`src/rtl/rp_intx_pkg.sv`:
```
package rp_intx_pkg;

  // register byte offsets
  localparam int OFS_DECODE = 'h138;
  localparam int OFS_MASK   = 'h13C;
  localparam int OFS_PHY    = 'h144;
  localparam int OFS_PORT   = 'h148;
  localparam int OFS_QWORD1 = 'h158;
  localparam int OFS_QWORD2 = 'h15C;

  // bit positions
  localparam int BIT_INTX      = 16;
  localparam int BIT_MSI       = 17;
  localparam int BIT_LINK      = 11;
  localparam int BIT_BRIDGE    = 0;
  localparam int BIT_NONEMPTY  = 18;
  localparam int BIT_OVERFLOW  = 19;

  typedef struct packed {
    logic       level;
    logic [1:0] lane;
  } intx_rec_t;

  function automatic logic [31:0] rec_word(input intx_rec_t r);
    return {1'b1, 1'b0, r.level, r.lane, 27'b0};
  endfunction

endpackage

```
`src/rtl/rp_intx_queue.sv`:
```
module rp_intx_queue
  import rp_intx_pkg::*;
#(
  parameter int DEPTH = 16
) (
  input  logic      clk,
  input  logic      rst,
  input  logic      push,
  input  intx_rec_t push_rec,
  input  logic      pop,
  output intx_rec_t head,
  output logic      empty,
  output logic      full,
  output logic      empty_nxt,
  output logic      drop
);
  localparam int PTR_W = (DEPTH > 1) ? $clog2(DEPTH) : 1;
  localparam logic [PTR_W-1:0] LAST = PTR_W'(DEPTH - 1);

  function automatic logic [PTR_W-1:0] bump(input logic [PTR_W-1:0] p);
    return (p == LAST) ? '0 : p + 1'b1;
  endfunction

  intx_rec_t        mem [DEPTH];
  logic [PTR_W-1:0] wr_ptr, rd_ptr, wr_d, rd_d, wr_inc;
  logic             do_push, do_pop;

  always_comb begin
    wr_inc    = bump(wr_ptr);
    empty     = (wr_ptr == rd_ptr);
    full      = (wr_inc == rd_ptr);
    do_push   = push & ~full;
    do_pop    = pop & ~empty;
    drop      = push & full;
    wr_d      = do_push ? wr_inc : wr_ptr;
    rd_d      = do_pop ? bump(rd_ptr) : rd_ptr;
    empty_nxt = (wr_d == rd_d);
    head      = mem[rd_ptr];
  end

  always_ff @(posedge clk) begin
    if (rst) begin
      wr_ptr <= '0;
      rd_ptr <= '0;
    end else begin
      wr_ptr <= wr_d;
      rd_ptr <= rd_d;
    end
  end

  // storage without reset so it maps onto distributed RAM
  always_ff @(posedge clk) begin
    if (do_push) mem[wr_ptr] <= push_rec;
  end

endmodule

```
`src/rtl/rp_intx_status.sv`:
```
module rp_intx_status (
  input  logic        clk,
  input  logic        rst,
  input  logic        pend_nxt,
  input  logic        clr_we,
  input  logic [1:0]  clr_bits,
  input  logic        mask_we,
  input  logic [31:0] mask_wdata,
  output logic [1:0]  dec_q,
  output logic [31:0] mask_q,
  output logic        irq
);
  logic [1:0]  dec_d;
  logic [31:0] mask_d;

  always_comb begin
    dec_d = dec_q & ~(clr_we ? clr_bits : 2'b00);
    if (pend_nxt) dec_d[0] = 1'b1;
    mask_d = mask_we ? mask_wdata : mask_q;
  end

  always_ff @(posedge clk) begin
    if (rst) begin
      dec_q  <= '0;
      mask_q <= '0;
      irq    <= 1'b0;
    end else begin
      dec_q  <= dec_d;
      mask_q <= mask_d;
      irq    <= |(dec_d & mask_d[17:16]);
    end
  end

endmodule

```
`src/rtl/rp_intx_ctrl.sv`:
```
module rp_intx_ctrl
  import rp_intx_pkg::*;
#(
  parameter int DEPTH  = 16,
  parameter int ADDR_W = 12
) (
  input  logic              clk,
  input  logic              rst,
  input  logic              link_up,
  input  logic              msg_valid,
  input  logic [1:0]        msg_lane,
  input  logic              msg_assert,
  input  logic [ADDR_W-1:0] reg_addr,
  input  logic              reg_wr,
  input  logic              reg_rd,
  input  logic [31:0]       reg_wdata,
  output logic [31:0]       reg_rdata,
  output logic              irq_out,
  output logic              bridge_en
);
  localparam logic [ADDR_W-1:0] A_DEC  = ADDR_W'(OFS_DECODE);
  localparam logic [ADDR_W-1:0] A_MASK = ADDR_W'(OFS_MASK);
  localparam logic [ADDR_W-1:0] A_PHY  = ADDR_W'(OFS_PHY);
  localparam logic [ADDR_W-1:0] A_PORT = ADDR_W'(OFS_PORT);
  localparam logic [ADDR_W-1:0] A_Q1   = ADDR_W'(OFS_QWORD1);
  localparam logic [ADDR_W-1:0] A_Q2   = ADDR_W'(OFS_QWORD2);

  intx_rec_t   in_rec, q_head;
  logic        q_empty, q_full, q_empty_nxt, q_drop, q_pop;
  logic        wr_dec, wr_mask, wr_port;
  logic [1:0]  dec_q;
  logic [31:0] mask_q, rd_mux;
  logic        ovf_q;

  assign in_rec  = '{level: msg_assert, lane: msg_lane};
  assign wr_dec  = reg_wr && (reg_addr == A_DEC);
  assign wr_mask = reg_wr && (reg_addr == A_MASK);
  assign wr_port = reg_wr && (reg_addr == A_PORT);
  assign q_pop   = reg_wr && ((reg_addr == A_Q1) || (reg_addr == A_Q2));

  rp_intx_queue #(.DEPTH(DEPTH)) u_queue (
    .clk       (clk),
    .rst       (rst),
    .push      (msg_valid),
    .push_rec  (in_rec),
    .pop       (q_pop),
    .head      (q_head),
    .empty     (q_empty),
    .full      (q_full),
    .empty_nxt (q_empty_nxt),
    .drop      (q_drop)
  );

  rp_intx_status u_status (
    .clk        (clk),
    .rst        (rst),
    .pend_nxt   (~q_empty_nxt),
    .clr_we     (wr_dec),
    .clr_bits   (reg_wdata[BIT_MSI:BIT_INTX]),
    .mask_we    (wr_mask),
    .mask_wdata (reg_wdata),
    .dec_q      (dec_q),
    .mask_q     (mask_q),
    .irq        (irq_out)
  );

  always_ff @(posedge clk) begin
    if (rst) begin
      ovf_q     <= 1'b0;
      bridge_en <= 1'b0;
    end else begin
      if (q_drop)                                 ovf_q <= 1'b1;
      else if (wr_port && reg_wdata[BIT_OVERFLOW]) ovf_q <= 1'b0;
      if (wr_port) bridge_en <= reg_wdata[BIT_BRIDGE];
    end
  end

  always_comb begin
    rd_mux = '0;
    case (reg_addr)
      A_DEC:  rd_mux[BIT_MSI:BIT_INTX] = dec_q;
      A_MASK: rd_mux = mask_q;
      A_PHY:  rd_mux[BIT_LINK] = link_up;
      A_PORT: begin
        rd_mux[BIT_BRIDGE]   = bridge_en;
        rd_mux[BIT_NONEMPTY] = ~q_empty;
        rd_mux[BIT_OVERFLOW] = ovf_q;
      end
      A_Q1:   rd_mux = q_empty ? 32'h0 : rec_word(q_head);
      default: rd_mux = '0;
    endcase
  end

  always_ff @(posedge clk) begin
    if (rst)         reg_rdata <= '0;
    else if (reg_rd) reg_rdata <= rd_mux;
  end

endmodule

```
`config.mk`:
```
export PLATFORM = sky130hd
export DESIGN_NAME = rp_intx_ctrl
export DESIGN_NICKNAME = d
export VERILOG_FILES = /design/src/rtl/rp_intx_pkg.sv /design/src/rtl/rp_intx_queue.sv /design/src/rtl/rp_intx_status.sv /design/src/rtl/rp_intx_ctrl.sv
export SDC_FILE = /design/constraint.sdc
export NUM_CORES = 1
export LEC_CHECK = 0
export ABC_AREA = 1
export BUFFER_PORTS_ARGS = -buffer_cell sky130_fd_sc_hd__buf_2
export CORE_UTILIZATION = 56
export CTS_BUF_LIST = sky130_fd_sc_hd__clkbuf_16
export CTS_CLUSTER_SIZE = 14
export DETAILED_ROUTE_END_ITERATION = 12
export PLACE_DENSITY = 0.79
export SYNTH_ARGS = -nofsm -noshare
export SYNTH_HDL_FRONTEND = slang
export SYNTH_SLANG_ARGS = --single-unit
```
`constraint.sdc`:
```
create_clock -name clk -period 2.73 [get_ports clk]
set_input_delay 0.546 -clock clk [delete_from_list [all_inputs] [get_ports clk]]
set_output_delay 0.546 -clock clk [all_outputs]
set_load 0.02 [all_outputs]
```
==> results.sh <==
export IMPL_outcome="finished, final reports clean"
export IMPL_die_area_um2=9970
export IMPL_synth_most_common_cell="nor2_1"
export IMPL_initial_core_util_pct=58.0
export IMPL_hpwl_mm=8.43
export IMPL_synth_warnings=0
export IMPL_yosys_cell_types_count=33
export IMPL_ys_top_cells_by_count="nor2_1 (109), nand2_1 (100), o21ai_0 (79)"
export IMPL_critPathBufInv=1
export IMPL_hold_viol=0
export IMPL_portBuffers=86
export IMPL_synth_edf_count=48
export IMPL_die_w_um=99.9
export IMPL_cts_tree="built"
export IMPL_maxCapViolCount=0
export IMPL_design_area_um2=6490
export IMPL_post_drt_wl_per_cell_um=15.2
export IMPL_vias=4721
export IMPL_postCtsSetupBuffers=0
export IMPL_grt_pass1_wl_mm=21.1
export IMPL_grt_ovfl_total=0
export IMPL_gp_congestion=0.863
export IMPL_grt_use_total_pct=27.4
export IMPL_core_area_um2=9240
export IMPL_tightestPinTransition_ps=960
export IMPL_fillers=692
export IMPL_crit_chain="inv_2 > ha_1 > xnor2_1 > nand3_2 > nor2_4 > nand2_4 > nand2_8 > nand2_2 > nand3_1 > nand2_1 > nor2_1 > nand3_1 > and2_1"
export IMPL_cp_required_ps=3020
export IMPL_area_growth_pct=21.0
export IMPL_rows=35
export IMPL_synth_area_per_cell_um2=8.47
export IMPL_cp_top_family="simple AND/OR/NAND/NOR gates"
export IMPL_synth_flop_cell="dfxtp_1"
export IMPL_cts_max_level=4
export IMPL_p_sw_mw=1.07
export IMPL_grt_pass1_vias=4485
export IMPL_clk_latency_ps=400
export IMPL_seqPwrFrac_pct=43.5
export IMPL_finalSetupViolCount=0
export IMPL_clk_pin_slew_worst_paths_ps=60
export IMPL_period_share_pct=84.8
export IMPL_syn_inst=633
export IMPL_layout_drive_gt1_share_pct=20.4
export IMPL_post_drt_via_cell_ratio=5.53
export IMPL_yosysTopAreaCellShare_pct=28.7
export IMPL_p_leak_nw=2.77
export IMPL_antenna_found_initial=0
export IMPL_antenna_left=0
export IMPL_min_period_ps=2310
export IMPL_synth_top_cell_by_area="dfxtp_1"
export IMPL_power_density_nw_per_um2=713
export IMPL_fin_hold_ws_ps=361
export IMPL_cts_sinks=125
export IMPL_chipHeight_um=99.9
export IMPL_diodes=0
export IMPL_netlist_area_um2=5360
export IMPL_setup_ws_ps=415
export IMPL_async_flop_share_pct=0
export IMPL_grt_max_degree=63
export IMPL_p_int_mw=3.55
export IMPL_critPathMaxStageDelay_ps=510
export IMPL_cts_repair_resized=0
export IMPL_power_frac_comb_pct=7.4
export IMPL_tns_ps=0
export IMPL_worst_ep_arrival_time_ps=2610
export IMPL_crit_type="reg2reg"
export IMPL_cp_slowest_cell="dfxtp_1"
export IMPL_path_common_cell="nand3_1"
export IMPL_startpoint_type="register"
export IMPL_wl_mm=13.0
export IMPL_power_frac_clock_pct=49.1
export IMPL_syn_nets=691
export IMPL_fin_skew_ps=9.44
export IMPL_slew_violations=0
export IMPL_fin_nets=770
export IMPL_switching_share_pct=23.2
export IMPL_synth_seq_cells=125
export IMPL_drt_iter0_drc=382
export IMPL_vdd_drop_max_uv=436
export IMPL_cts_root_buf="clkbuf_16"
export IMPL_fin_util_pct=70.2
export IMPL_fmax_mhz=432
export IMPL_cts_inserted_buffers=17
export IMPL_dp_slack_ps=467
export IMPL_ctsHoldBuffers=0
export IMPL_crit_fanout=10
export IMPL_io_pin_count=87
export IMPL_hp_class="in2reg"
export IMPL_drc=0
export IMPL_firstDrtPassIters=5
export IMPL_slew_limit_headroom_pct=36.0
export IMPL_clk_path_buf_depth=2
export IMPL_rsz0062_at_grt="no"
export IMPL_synthTopCellsByArea="dfxtp_1 (29%), edfxtp_1 (27%), nor2_1 (7.6%)"
export IMPL_end_kind="register"
export IMPL_seq_area_frac_synth_pct=55.6
export IMPL_place_area_um2=5880
[flip-flops by register name, summed over array words and instances (netlist names)]
register / flops
u_status.mask_q: 32
ovf_q: 1
bridge_en: 1
u_queue.mem: 48
u_status.irq: 1
reg_rdata: 32
u_status.dec_q: 2
u_queue.wr_ptr: 4
u_queue.rd_ptr: 4
[power by group through the flow]
stage / combinational, mW / sequential, mW / clock [mW]
final: 0.341 / 2.01 / 2.27
after global routing: 0.372 / 2.02 / 2.38
after CTS: 0.338 / 2.01 / 2.29
after detailed placement: 0.335 / 2.05 / 0
after global placement: 0.327 / 2.05 / 0
after floorplan: 0.189 / 2.07 / 0
[worst register-to-register path: stages, from the launching register on]
cell,delay [ps]
dfxtp_1,510
inv_2,120
ha_1,350
xnor2_1,230
nand3_2,130
nor2_4,120
nand2_4,90
nand2_8,110
nand2_2,60
nand3_1,80
nand2_1,60
nor2_1,90
nand3_1,120
and2_1,150
[path summary, 6_finish.rpt]
path / endpoint / startpoint / slack (ps) / depth (start not counted)
max: u_status.dec_q[0] / u_queue.wr_ptr[0] / 420 / 13
min: u_status.mask_q[9] / reg_wdata[9] / 360 / 3
max reg2reg: u_status.dec_q[0] / u_queue.wr_ptr[0] / 420 / 13
min reg2reg: reg_rdata[20] / u_status.mask_q[20] / 460 / 2
[metal layers]
metal | part of all wire, % | track usage, %
met1 | 41 | 34.8
met2 | 50 | 45.7
met3 | 7.5 | 5.99
met4 | 2.2 | 10.6
met5 | 0 | 0
[layout by cell type (no fill, tap or decap), types with 4 or more instances in the layout]
cell type / n
inv_1: 41
nand2_2: 11
ha_1: 5
clkbuf_16: 19
edfxtp_1: 48
nor3_1: 5
inv_2: 5
o22ai_1: 9
o211ai_1: 8
dfxtp_1: 77
nand3_1: 39
a31oi_1: 5
o21ai_0: 79
xor2_1: 4
buf_4: 8
a21oi_1: 35
buf_2: 86
nand2_1: 100
nor2_1: 109
[kinds of logic (layout without fill, tap and decap cells)]
logic type | count (synthesis) | after routing | synth area share [%]
AO/OA/AOI/OAI | 142 | 142 | 14.2
XOR/XNOR | 6 | 6 | 0.980
flip-flops | 125 | 125 | 55.6
AND/OR/NAND/NOR | 275 | 275 | 21.9
buffers and inverters | 80 | 172 | 6.16
adder cells (fa/ha/maj) | 5 | 5 | 1.17
[cell type report]
type | instances | area, um^2 | share of cell area (%)
clock buffers | 19 | 475 | 7.33
clock inverters | 13 | 135 | 2.08
inverters | 45 | 171 | 2.64
multi-input cells | 428 | 2050 | 31.6
flip-flops and latches | 125 | 2980 | 46.0
well taps | 129 | 161 | 2.49
repair buffers | 95 | 510 | 7.87
[per-stage QoR]
| stage | cells | power [mW] |
|---|---|---|
| 3_5_place_dp | 822 | 2.39 |
| 5_1_grt | 854 | 4.77 |
| 2_1_floorplan | 633 | 2.26 |
| 3_3_place_gp | 822 | 2.38 |
| 6_report | 854 | 4.63 |
| 4_1_cts | 854 | 4.64 |
Note: power is estimated with default switching activity, not from simulation.
